<file path="src/rtl/alu_nz_pkg.sv">
// Package: shared opcode encoding and data width for the ALU and its status register.
// Assumes: the opcode values are the processor's data-instruction opcodes, plus sub and pass-B.
package alu_nz_pkg;
    localparam int unsigned DATA_W = 16;
    localparam int unsigned OP_W   = 3;

    typedef enum logic [OP_W-1:0] {
        OP_MOVE  = 3'b000,
        OP_ADD   = 3'b001,
        OP_INV   = 3'b010,
        OP_AND   = 3'b011,
        OP_SHL   = 3'b100,
        OP_ASHR  = 3'b101,
        OP_SUB   = 3'b110,
        OP_PASSB = 3'b111
    } alu_op_e;

    typedef struct packed {
        logic neg;
        logic zero;
    } nz_flags_t;
endpackage

</file>
<file path="src/rtl/alu_nz_shift.sv">
// Module: one-position shifter for the source operand.
// The left shift fills bit 0 with zero. The right shift replicates the top bit.
// Assumes: W >= 2.
module alu_nz_shift #(
    parameter int unsigned W = 16
) (
    input  logic [W-1:0] din,
    output logic [W-1:0] shl_out,
    output logic [W-1:0] ashr_out
);
    // Builds both shifted forms bit by bit.
    for (genvar i = 0; i < W; i++) begin : g_bit
        if (i == 0) begin : g_lo
            assign shl_out[i] = 1'b0;
        end else begin : g_hi
            assign shl_out[i] = din[i-1];
        end

        if (i == W-1) begin : g_top
            assign ashr_out[i] = din[W-1];
        end else begin : g_mid
            assign ashr_out[i] = din[i+1];
        end
    end
endmodule

</file>
<file path="src/rtl/alu_nz_core.sv">
// Module: combinational result selection over the eight operations.
// Assumes: the sum and difference wrap and drop the carry. There is no internal state.
module alu_nz_core
    import alu_nz_pkg::*;
#(
    parameter int unsigned W = DATA_W
) (
    input  logic [OP_W-1:0] op_sel,
    input  logic [W-1:0]    a,
    input  logic [W-1:0]    b,
    output logic [W-1:0]    y
);
    logic [W-1:0] sum_w;
    logic [W-1:0] dif_w;
    logic [W-1:0] shl_w;
    logic [W-1:0] ashr_w;

    // Wrapping adder and subtracter (destination minus source).
    assign sum_w = a + b;
    assign dif_w = b - a;

    alu_nz_shift #(.W(W)) u_shift (
        .din      (a),
        .shl_out  (shl_w),
        .ashr_out (ashr_w)
    );

    // Picks the result for the current selector.
    always_comb begin
        unique case (alu_op_e'(op_sel))
            OP_MOVE:  y = a;
            OP_ADD:   y = sum_w;
            OP_INV:   y = ~a;
            OP_AND:   y = a & b;
            OP_SHL:   y = shl_w;
            OP_ASHR:  y = ashr_w;
            OP_SUB:   y = dif_w;
            OP_PASSB: y = b;
            default:  y = a;
        endcase
    end
endmodule

</file>
<file path="src/rtl/alu_nz_status.sv">
// Module: sign and zero status register, loaded on a strobe.
// Assumes: synchronous active-low reset, which has priority over the load strobe.
module alu_nz_status
    import alu_nz_pkg::*;
#(
    parameter int unsigned W = DATA_W
) (
    input  logic         clk,
    input  logic         rst_n,
    input  logic         load,
    input  logic [W-1:0] res,
    output nz_flags_t    flags
);
    nz_flags_t next_w;

    // Derives the flag values from the current result.
    always_comb begin
        next_w.neg  = res[W-1];
        next_w.zero = (res == '0);
    end

    // Clears on reset, loads on the strobe, and holds otherwise.
    always_ff @(posedge clk) begin
        if (!rst_n)
            flags <= '0;
        else if (load)
            flags <= next_w;
    end
endmodule

</file>
<file path="src/rtl/alu_nz_unit.sv">
// Module: top level of the ALU with its stored sign and zero flags.
// Assumes: operands are stable around the clock edge on which ld_stat is sampled.
module alu_nz_unit
    import alu_nz_pkg::*;
#(
    parameter int unsigned W = DATA_W
) (
    input  logic            clk,
    input  logic            rst_n,
    input  logic [OP_W-1:0] op_sel,
    input  logic [W-1:0]    src_a,
    input  logic [W-1:0]    dst_b,
    input  logic            ld_stat,
    output logic [W-1:0]    result,
    output logic            flag_n,
    output logic            flag_z
);
    nz_flags_t st_q;

    alu_nz_core #(.W(W)) u_core (
        .op_sel (op_sel),
        .a      (src_a),
        .b      (dst_b),
        .y      (result)
    );

    alu_nz_status #(.W(W)) u_stat (
        .clk   (clk),
        .rst_n (rst_n),
        .load  (ld_stat),
        .res   (result),
        .flags (st_q)
    );

    // Exposes the stored flags as separate outputs.
    assign flag_n = st_q.neg;
    assign flag_z = st_q.zero;
endmodule

</file>
<file path="config.mk">
export PLATFORM = sky130hd
export DESIGN_NAME = alu_nz_unit
export DESIGN_NICKNAME = d
export VERILOG_FILES = /design/src/rtl/alu_nz_pkg.sv /design/src/rtl/alu_nz_shift.sv /design/src/rtl/alu_nz_core.sv /design/src/rtl/alu_nz_status.sv /design/src/rtl/alu_nz_unit.sv
export SDC_FILE = /design/constraint.sdc
export NUM_CORES = 1
export LEC_CHECK = 0
export ABC_AREA = 1
export BUFFER_PORTS_ARGS = -buffer_cell sky130_fd_sc_hd__buf_2
export CAP_MARGIN = 20
export CELL_PAD_IN_SITES_DETAIL_PLACEMENT = 0
export CELL_PAD_IN_SITES_GLOBAL_PLACEMENT = 1
export CORE_MARGIN = 2
export CORE_UTILIZATION = 36
export CTS_CLUSTER_DIAMETER = 80
export DETAILED_ROUTE_END_ITERATION = 6
export PLACE_DENSITY = 0.79
export SKIP_LAST_GASP = 1
export SYNTH_ARGS = -nofsm -noshare
export SYNTH_HDL_FRONTEND = slang
export SYNTH_SLANG_ARGS = --single-unit
</file>
<file path="constraint.sdc">
create_clock -name clk -period 4.6 [get_ports clk]
set_clock_uncertainty 0.2 [all_clocks]
set_input_delay 0.69 -clock clk [delete_from_list [all_inputs] [get_ports clk]]
set_output_delay 0.69 -clock clk [all_outputs]
set_load 0.03 [all_outputs]
</file>
After elaboration in Yosys (flattened, before gate mapping)
Index checks and enable logic that the tools add are counted.
Word-level totals
  output and inout bits: 18
  register bits: 2
Cells by class
  eq/ne operators: 7
  mux-type cells: 1
  add/sub/neg operators: 2
  bitwise logic cells: 2
  reductions and logical operators: 2
Operator list (count)
  16-bit one-hot mux with 8 select lines: 1
  16-bit adder: 1
  16-bit AND: 1
  16-bit logical NOT: 1
  16-bit NOT: 1
  16-bit subtractor: 1
  3-bit == test (second input constant): 4
  3-bit by 2-bit == test with 1-bit output (second input constant): 2
  3-bit by 1-bit == test with 1-bit output (second input constant): 1
  3-bit logical NOT: 1

Logic depth before layout (Yosys ltp)
Gate-level depths: netlist of run 1.
  depth in word-level cells: 3
  gate-level depth with buffers: 27
  depth with buffers taken out: 27

Modules after synthesis
From an unflattened synthesis of run 1, not the netlist that was laid out.
Unflattened totals
  cell total of the unflattened synthesis: 426
  area total of the unflattened synthesis: 2312.2 um^2
By module, submodules not included
  alu_nz_core: instances 1, area each 1939.4 um^2, sequential area each 0.0 um^2, cells each 370
  alu_nz_shift: instances 1, area each 244.0 um^2, sequential area each 0.0 um^2, cells each 33
  alu_nz_status: instances 1, area each 128.9 um^2, sequential area each 40.0 um^2, cells each 23

Worst setup path after synthesis of run 1
Ideal clock, no wire load.
  path kind: in2out
  start: input port src_a[0]
  end: output port result[15]
  stages on the path: 23
  required time: 3.710 ns
  data arrival time: 3.058 ns
  path slack: 0.652 ns
  cells stage by stage: inv_1 > ha_1 > inv_1 > nor3_1 > nand3_1 > nor3_1 > nand2_1 > nand2_1 > nand2_1 > a21oi_1 > xor2_1 > ha_1 > nand2_1 > nor2_1 > and3_1 > nand2_1 > nand2_1 > nand3_1 > nand3_1 > nand2_1 > nand2_1 > inv_1 > buf_4
RTL lines
  start: declaration: RTL line alu_nz_unit.sv:11  | input logic [W-1:0] src_a,
  end: declaration: RTL line alu_nz_unit.sv:14  | output logic [W-1:0] result,

Worst setup path after layout of run 1
  start: input port src_a[1]
  end: output port result[15]
On the way
  cells in the longest elaborated chain, start to end: 2
  elaborated cells between the ends (all ways): 3
  classes of those cells: 2 x add/sub; 1 x mux
RTL lines
  16-bit subtractor or 16-bit adder (tied branches): RTL line alu_nz_core.sv:20, alu_nz_core.sv:19
  16-bit one-hot mux with 8 select lines (*): RTL line alu_nz_core.sv:30  | unique case (alu_op_e'(op_sel))
Mark *: on every way between the ends. The rest lies on a longest branch, timed or not.

==> metrics.cfg, run 1 <==
[synthesis]
yosysMostFrequentCell=nand2_1
synth.distinct_cells=32
synth.cell_area_um2=2360
synth_edf_count=0
synth_fp_nets=521
ys.flop_type=dfxtp_1
ys_warn_count=0
async_reset_ff_frac=0
avgSynthCellArea_um2=5.07
synthesis.instances=465
synth_common_cells=nand2_1 (140), inv_1 (82), nor2_1 (48)
synth-seq-cells=2
synth_largest_area_cell=nand2_1
synth_top_area_share=0.223
ys_seq_area_frac=0.0170
synth.area.top_cells=nand2_1 (22%), inv_1 (13%), ha_1 (9.0%)

[route]
drc_errors=0
wl_um=8470
routedWlPerCell_um=14.4
drtIter0Drc=291
drtPass1Iterations=5
ant_nets=0
vias=3082
viasPerCell=5.24

[setup_path]
setup.worst_path.end=result[15]
reg2reg_slack_ps=3770
r2r_cells=2
crit_type=input pin to output pin
critPathMaxFanout=5
reg2reg_from=u_stat.flags[1]$_SDFFE_PN0P_
max_stage_delay_ps=270
crit_path_end_kind=output pin
crit_path_top_delay_cell=ha_1
crit_path_start=src_a[1]
path_common_cell=nand2_1
start_kind=input pin
worstReg2RegEnd=u_stat.flags[1]$_SDFFE_PN0P_
required_ps=3710
worstPathArrival_ps=3480

[power_and_ir_drop]
p_leak_nw=1.61
peakVddDrop_v=0.000198
cellPowerDensity_nw_per_um2=181

[placement]
placed_cells=583
port_buffers=55
finalWeightedCongestion=0.934
dpl.hpwl_um=6690

[layout]
multi_input_area_um2=1970
reg_top3=u_stat.flags (2)
n_fill_cell=751
synthToLayoutAreaGrowth_pct=17.8
final_cell_count_no_fill=588
regArea_um2=40.0
largest_register=u_stat.flags
largest_reg_flops=2
layout-drive-gt1-share=0.174
diodes=0
nets=569

[global_route]
grt_use_met1=0.339
antenna_found_initial=0
first_global_vias=2866
grt_max_degree=26
gr-total-overflow=0
grt_pass1_wl_um=14000
grt_usage=0.240
use_met3=0.0126
use_met2=0.392
grt.busiest_layer=met2

[sta]
slew_violations=0
final-setup-viol-count=0
min_period_over_period=0.949
hold_ws_ps=260
slew-limit-headroom=0.628
worst_slew_pin_slew_ps=556
fin_crit_ps=4370
rsz0062_at_grt=true
hold_viol=0
clock.fmax_ghz=0.229

[floorplan]
chipHeight_um=84.9
start_util=0.371
die-area_um2=7210
die_x_um=84.9
ios=56
rows=29
coreArea_um2=6350

[clock_tree]
htreeDepth=1
clk_path_buf_depth=2
cts_tree=built
clk_latency_ps=210
cts_made_buffers=3
path_clk_slew_ps=30
cts_hold_buf=0
root_buffer=clkbuf_8
clock-sinks=2

[worst_hold_path]
worstHoldPathCells=2
hold_path_class=flop to flop

[status]
status=completed

[flow_run]
maxCapViolations=0

worst min-delay path by stage:
stage | start | to
6_report | u_stat.flags[0]$_SDFFE_PN0P_ | u_stat.flags[0]$_SDFFE_PN0P_
5_1_grt | u_stat.flags[0]$_SDFFE_PN0P_ | u_stat.flags[0]$_SDFFE_PN0P_
4_1_cts | u_stat.flags[0]$_SDFFE_PN0P_ | u_stat.flags[0]$_SDFFE_PN0P_
3_5_place_dp | u_stat.flags[0]$_SDFFE_PN0P_ | u_stat.flags[0]$_SDFFE_PN0P_
3_3_place_gp | u_stat.flags[0]$_SDFFE_PN0P_ | u_stat.flags[0]$_SDFFE_PN0P_
2_1_floorplan | u_stat.flags[0]$_SDFFE_PN0P_ | u_stat.flags[0]$_SDFFE_PN0P_
metal layers:
metal  vias to the layer above  share of wire
met5                         -              0
met2                       122           0.45
met3                        14          0.062
met4                         0          0.018
met1                      1365           0.46
li1                       1581              -
through the flow:
stage                     setup TNS [ps]  total power [W]  instance area, um2  utilization  worst slack, ps
after floorplan                        0         0.000308                2360            -              652
after CTS                              0         0.000487                2680        0.422              106
after detailed placement               0         0.000413                2640        0.416              126
after global placement                 0         0.000412                2640        0.416             94.6
after global routing                -148         0.000557                2780        0.437             -148
final                                  0         0.000503                2780        0.437              234
layout by cell type (no fill, tap or decap), types with 2 or more instances in the layout:
master	Yosys	final
nand2_1	140	138
inv_1	82	81
buf_2	7	53
nor2_1	48	47
nand3_1	42	42
o21ai_0	20	19
a21oi_1	18	14
xor2_1	14	14
ha_1	17	14
o211ai_1	12	12
nand3b_1	7	7
o221ai_1	7	7
nand4_1	7	7
inv_2	4	5
nand2_2	3	5
o21ai_1	4	5
a21oi_2	0	4
nor3_1	6	4
buf_4	5	4
or2_2	3	3
ha_4	0	3
clkbuf_8	0	3
nand3_2	2	2
o22ai_1	2	2
nor4_1	2	2
nor3_2	0	2
clkbuf_4	0	2
dfxtp_1	2	2
kinds of logic (layout without fill, tap and decap cells):
family	Yosys count	count (layout)	synth area share
AND/OR/NAND/NOR	262	262	0.480
buffers and inverters	102	148	0.181
AO/OA/AOI/OAI	66	66	0.168
adder cells (fa/ha/maj)	18	18	0.0988
XOR/XNOR	15	15	0.0558
flip-flops	2	2	0.0170
area by class of cell:
| class | count | share of cell area |
|---|---|---|
| Timing Repair Buffer | 59 | 0.112 |
| Sequential cell | 2 | 0.0144 |
| Tap cell | 77 | 0.0347 |
| Multi-Input combinational cell | 361 | 0.708 |
| Inverter | 86 | 0.116 |
| Clock buffer | 3 | 0.0149 |
critical path: cells and delay by family:
kind	cells	cell delay [ps]
AOI/OAI and AO/OA	2	260
xor gates and xnor gates	1	160
adders and majority gates	2	410
buffers and inverters	7	580
and+or+nand+nor	14	1360
timing repair:
item | 4_1_cts | 5_1_grt
buffers inserted | 0 | 2
endpoints found under the setup margin | 0 | 7
gates resized for setup | 0 | 19
where the power goes:
part	switching (W)	internal (W)
sequential	0.000000286	0.0000183
clock	0.0000145	0.0000554
combinational	0.000277	0.000137
total	0.000292	0.000211
Power figures use the tool's default switching activity.
==> run 2, diff against run 1 <==
Settings changed: PLACE_DENSITY 0.79 to unset, PLACE_DENSITY_LB_ADDON set to 0.05.
==> run 2 against run 1 <==
  * Register-to-register slack barely moved
  * Sequential share of layout area barely moved
  * Cell area fell by 0.99%
  * Highest routed layer unchanged
==> metrics.cfg, run 2 (synthesis gave the netlist of run 1 again) <==
[global_route]
grt_pass1_wl_um=13400  ; -4.2%
gr-total-overflow=0  ; unchanged
first_global_vias=2790  ; -2.7%
antenna_found_initial=0  ; unchanged
grt_max_degree=26  ; unchanged
grt_usage=0.227  ; -0.0125

[clock_tree]
cts_hold_buf=0  ; unchanged
cts_made_buffers=3  ; unchanged
htreeDepth=1  ; unchanged
clk_latency_ps=210  ; about the same
clock-sinks=2  ; unchanged
root_buffer=clkbuf_8
clk_path_buf_depth=2  ; unchanged
path_clk_slew_ps=30  ; about the same
cts_tree=built

[layout]
synthToLayoutAreaGrowth_pct=16.7
largest_register=u_stat.flags
layout-drive-gt1-share=0.172  ; -0.00229
nets=570  ; +0.18%
final_cell_count_no_fill=589  ; +0.17%
mostFrequentLayoutCell=nand2_1
diodes=0  ; unchanged
mostFrequentLayoutCells=nand2_1 (136), inv_1 (81), buf_2 (54)
largest_reg_flops=2  ; unchanged
reg_top3=u_stat.flags (2)
design_area_um2=2750  ; -0.99%

[setup_path]
path_buf_inv=5  ; -2
crit_type=input pin to output pin
crit_path_end_kind=output pin
start_kind=input pin
crit_chain=buf_2, inv_1, ha_1, inv_1, nor3_2, nand3_1, nor3_2, nand2_1, nand2_2, nand2_2, xor2_1, ha_2, nand2_1, nor2_4, and3_4, nand2_1, nand2_1, nand3_1, nand3_1, nand2_1, nand2_2, inv_1, buf_4
max_stage_delay_ps=370  ; +100 ps
critical-path-top-delay-family=simple AND/OR/NAND/NOR gates
worstPathArrival_ps=3460  ; -20 ps
required_ps=3710  ; about the same
path_common_cell=nand2_1
critPathMaxFanout=5  ; unchanged
crit_path_top_delay_cell=ha_2

[route]
vias=3064  ; -0.58%
dr.max_layer_used=met4
drtPass1Iterations=5  ; unchanged
drtIter0Drc=151  ; -48%
m1WireLength_um=4080  ; +3.6%
drc_errors=0  ; unchanged
wl_met2_um=3800  ; -1.3%
routedWlPerCell_um=14.2  ; -1.6%
ant_nets=0  ; unchanged
met3_length_um=387  ; -27%
viasPerCell=5.20  ; -0.75%
wl_um=8350  ; -1.4%

[sta]
clock.fmax_ghz=0.230  ; +0.36%
min_period_over_period=0.946  ; -0.00343
fin_crit_ps=4350  ; -15.8 ps
slew-limit-headroom=0.616  ; -0.0122
rsz0062_at_grt=true
final-setup-viol-count=0  ; unchanged
worst_slew_pin_slew_ps=575  ; +18.3 ps
hold_ws_ps=262  ; +2.64 ps
slew_violations=0  ; unchanged
hold_viol=0  ; unchanged
postLayoutSetupSlackWorst_ps=250  ; +15.8 ps

[power_and_ir_drop]
total_power_w=0.000495  ; -1.5%
p_int_w=0.000207  ; -1.8%
seqPwrFrac=0.038  ; about the same
switching_power_w=0.000288  ; -1.3%
swShare=0.581  ; +0.00125
p_leak_nw=1.61  ; +0.24%
peakVddDrop_v=0.000206  ; +4.3%
cellPowerDensity_nw_per_um2=180  ; -0.48%
combPwrFrac=0.826  ; +0.002
clkPwrFrac=0.137  ; -0.002

[worst_hold_path]
hold_path_class=flop to flop

[floorplan]
start_util=0.371  ; unchanged
rows=29  ; unchanged
ios=56  ; unchanged
coreArea_um2=6350  ; unchanged
die-area_um2=7210  ; unchanged
die_x_um=84.9  ; unchanged
chipHeight_um=84.9  ; unchanged

[placement]
preCtsSetupSlack_ps=-34.3  ; -160 ps
placed_cells=584  ; +0.17%
port_buffers=55  ; unchanged
post_dp_cell_area_um2=2650  ; +0.28%
finalWeightedCongestion=0.963  ; +3.1%
dpl.hpwl_um=6820  ; +1.9%

[flow_run]
maxCapViolations=0  ; unchanged

[status]
status=completed

[run 2: cell types whose count changed in the layout (fill, tap and decap cells not counted), moves of 2 or more]
| cell | change |
|---|---|
| a21oi_1 | +2 |
| a21oi_2 | -2 |
| buf_4 | +2 |
| clkbuf_4 | -2 |
| ha_1 | +2 |
| ha_4 | -3 |
| nand2_1 | -2 |
| nand2_2 | +2 |
[run 2: layout make-up]
type	count	area, um2
Clock buffer	3	41.3
Fill cell	755	3600
Timing Repair Buffer	60	315
Inverter	86	323
Multi-Input combinational cell	361	1930
Tap cell	77	96.3
Sequential cell	2	40.0
[run 2: worst paths after layout]
| kind | startpoint | slack, ps | depth (start not counted) | end |
|---|---|---|---|---|
| setup reg to reg | u_stat.flags[1]$_SDFFE_PN0P_ | 3780 | 2 | u_stat.flags[1]$_SDFFE_PN0P_ |
| hold reg to reg | u_stat.flags[0]$_SDFFE_PN0P_ | 260 | 2 | u_stat.flags[0]$_SDFFE_PN0P_ |
| setup / recovery | src_a[1] | 250 | 23 | result[15] |
| hold / removal | u_stat.flags[0]$_SDFFE_PN0P_ | 260 | 2 | u_stat.flags[0]$_SDFFE_PN0P_ |
[run 2: stage by stage]
step	utilization	setup TNS, ps
after floorplan	-	0
after CTS	0.424	0
after global routing	0.433	-59.9
final	0.433	0
after global placement	0.417	-44.3
after detailed placement	0.417	-34.3
[run 2: worst reg2reg max path: stages (launching register included)]
cell,delay [ps]
dfxtp_1,300
o21ai_0,150
a21oi_1,60
[run 2: timing repair]
action | in CTS | in global routing
pin swaps | 0 | 5
endpoints found under the setup margin | 1 | 5
gates cloned | 0 | 0
resized for setup | 1 | 14
setup buffers | 0 | 2
[run 2: layer usage]
layer	track usage	vias up
met1	0.325	1375
li1	-	1587
met3	0.0126	7
met2	0.380	95
met4	0.0433	0
met5	0	-
[run 2: power groups by stage]
stage	Combinational [W]	Sequential [W]	Clock (W)
2_1_floorplan	0.000288	0.0000203	0
5_1_grt	0.000458	0.0000187	0.0000720
3_5_place_dp	0.000396	0.0000188	0
6_report	0.000409	0.0000186	0.0000678
3_3_place_gp	0.000398	0.0000188	0
4_1_cts	0.000398	0.0000187	0.0000695
==> run 3, diff against run 2 <==
Settings changed: CORE_UTILIZATION 36 to 35.
==> run 3 against run 2 <==
  * Cell area shrank 0.59%
  * Global-route usage grew 0.47 points
  * Non-clock buffer count shrank 2
  * Sequential power about the same
  * Via count is 1.6% lower
  * Register-to-register slack hardly changed
  * Worst hold slack worse by 7.6 ps
  * Worst setup slack improved by 49 ps
  * Critical path depth is 1 higher
  * Sequential share of layout area about the same
  * Core utilization is 0.74 points lower
  * Wire length rose by 1.9%
  * Critical path type unchanged
  * Largest power group unchanged
  * Highest routed layer unchanged
==> metrics.cfg, run 3 (synthesis gave the netlist of run 1 again) <==
[sta]
slew-limit-headroom=0.612  ; -0.00378
hold_viol=0  ; unchanged
fin_crit_ps=4300  ; -48.9 ps
postLayoutSetupSlackWorst_ps=299  ; +48.9 ps
min_period_over_period=0.935  ; -0.0106
final-setup-viol-count=0  ; unchanged
clock.fmax_ghz=0.232  ; +1.1%
rsz0062_at_grt=true
slew_violations=0  ; unchanged
worst_slew_pin_slew_ps=580  ; +5.65 ps

[power_and_ir_drop]
seqPwrFrac=0.038  ; about the same
p_leak_nw=1.61  ; -0.40%
cellPowerDensity_nw_per_um2=181  ; +0.51%
p_int_w=0.000206  ; -0.74%
combPwrFrac=0.824  ; -0.002
switching_power_w=0.000289  ; +0.39%
swShare=0.584  ; +0.00274
clkPwrFrac=0.139  ; +0.002
peakVddDrop_v=0.000149  ; -28%

[setup_path]
crit_path_top_delay_cell=ha_1
worstReg2RegEnd=u_stat.flags[1]$_SDFFE_PN0P_
reg2reg_slack_ps=3780  ; about the same
r2r_cells=2  ; unchanged
path_common_cell=nand2_1
crit_path_end_kind=output pin
start_kind=input pin
crit_chain=buf_2, inv_1, ha_1, inv_1, nor3_2, nand3_1, nor3_2, nand2_1, nand2_1, nand2_1, a21oi_2, xor2_1, ha_1, nand2_1, nor2_2, and3_1, nand2_1, nand2_1, nand3_1, nand3_1, nand2_1, nand2_2, inv_1, buf_2
reg2reg_from=u_stat.flags[1]$_SDFFE_PN0P_
critical-path-top-delay-family=simple AND/OR/NAND/NOR gates
required_ps=3710  ; about the same
max_stage_delay_ps=330  ; -40 ps
crit_type=input pin to output pin
path_buf_inv=5  ; unchanged
worstPathArrival_ps=3410  ; -50 ps
critPathMaxFanout=5  ; unchanged

[clock_tree]
htreeDepth=1  ; unchanged
cts_made_buffers=3  ; unchanged
cts_hold_buf=0  ; unchanged
path_clk_slew_ps=30  ; about the same
clk_latency_ps=210  ; about the same
ctsResizeCount=0  ; -1
clock-sinks=2  ; unchanged
post-cts-setup-buffer-count=0  ; unchanged
root_buffer=clkbuf_8
cts_tree=built
clk_path_buf_depth=2  ; unchanged

[layout]
diodes=0  ; unchanged
reg_top3=u_stat.flags (2)
largest_reg_flops=2  ; unchanged
utilization=0.425  ; -0.00742
nets=568  ; -0.35%
n_fill_cell=744  ; -1.5%
largest_register=u_stat.flags
mostFrequentLayoutCells=nand2_1 (139), inv_1 (82), buf_2 (55)
mostFrequentLayoutCell=nand2_1
synthToLayoutAreaGrowth_pct=16.0
layout-drive-gt1-share=0.159  ; -0.0131

[placement]
port_buffers=55  ; unchanged
dpl.hpwl_um=6900  ; +1.1%
finalWeightedCongestion=0.911  ; -5.4%
preCtsSetupSlack_ps=47.6  ; +81.9 ps

[global_route]
first_global_vias=2804  ; +0.50%
gr-total-overflow=0  ; unchanged
grt_usage=0.232  ; +0.00471
antenna_found_initial=0  ; unchanged
use_met2=0.374  ; -0.00660
grt_use_met1=0.335  ; +0.00976
grt_pass1_wl_um=13800  ; +2.8%
use_met3=0.0212  ; +0.00853
grt_max_degree=26  ; unchanged
grt.busiest_layer=met2

[worst_hold_path]
min_from=u_stat.flags[0]$_SDFFE_PN0P_
min_to=u_stat.flags[0]$_SDFFE_PN0P_
hold_path_class=flop to flop
worstHoldPathCells=2  ; unchanged

[floorplan]
die-area_um2=7400  ; +2.7%
ios=56  ; unchanged
chipHeight_um=86.0  ; +1.4%
coreArea_um2=6420  ; +1.1%
rows=29  ; unchanged
start_util=0.367  ; -0.00419
die_x_um=86.0  ; +1.4%

[route]
drc_errors=0  ; unchanged
routedWlPerCell_um=14.5  ; +2.2%
vias=3015  ; -1.6%
ant_nets=0  ; unchanged
drtIter0Drc=217  ; +44%
drtPass1Iterations=5  ; unchanged
viasPerCell=5.14  ; -1.3%
wl_um=8510  ; +1.9%

[flow_run]
maxCapViolations=0  ; unchanged

[status]
status=completed

## run 3: how the worst max path moves through the flow
stage | start | end | slack (ps) | cells past startpoint
floorplan | src_a[0] | result[15] | 650 | 23
global placement | src_a[0] | result[15] | 8 | 23
detailed placement | src_a[0] | result[15] | 50 | 23
CTS | src_a[0] | result[15] | 40 | 23
global route | src_a[0] | result[15] | -20 | 26
finish | src_a[0] | result[15] | 300 | 24
## run 3: per-stage QoR
step,cells,cell area (um2),hold WS [ps],TNS (ps),power [W]
after detailed placement,584,2650,257,0,0.000416
after global placement,584,2650,250,0,0.000418
after floorplan,465,2360,384,0,0.000308
after global routing,587,2730,299,-20.1,0.000549
final,587,2730,255,0,0.000495
after CTS,587,2690,262,0,0.000489
## run 3: power by group through the flow
| stage | registers (W) | logic (W) | clock network, W |
|---|---|---|---|
| after global placement | 0.0000188 | 0.000399 | 0 |
| final | 0.0000186 | 0.000408 | 0.0000686 |
| after detailed placement | 0.0000188 | 0.000397 | 0 |
| after CTS | 0.0000186 | 0.000399 | 0.0000712 |
| after global routing | 0.0000187 | 0.000459 | 0.0000714 |
| after floorplan | 0.0000203 | 0.000288 | 0 |
## run 3: layout make-up
| cell class | count | area (um2) | area share |
|---|---|---|---|
| inverter | 86 | 323 | 0.118 |
| sequential | 2 | 40.0 | 0.0147 |
| clock buffer | 3 | 41.3 | 0.0151 |
| timing repair buffer | 58 | 298 | 0.109 |
| multi-input combinational | 361 | 1930 | 0.708 |
| tap | 77 | 96.3 | 0.0353 |
## run 3: worst reg2reg max path, delay by kind of cell (launching register included)
kind	cells	cell delay [ps]
flip-flops	1	300
AO/OA/AOI/OAI	2	210
## run 3: metal layers
layer,vias to the layer above,part of all wire
li1,1585,-
met1,1350,0.50
met2,76,0.45
met3,4,0.050
met4,0,0.0061
met5,-,0
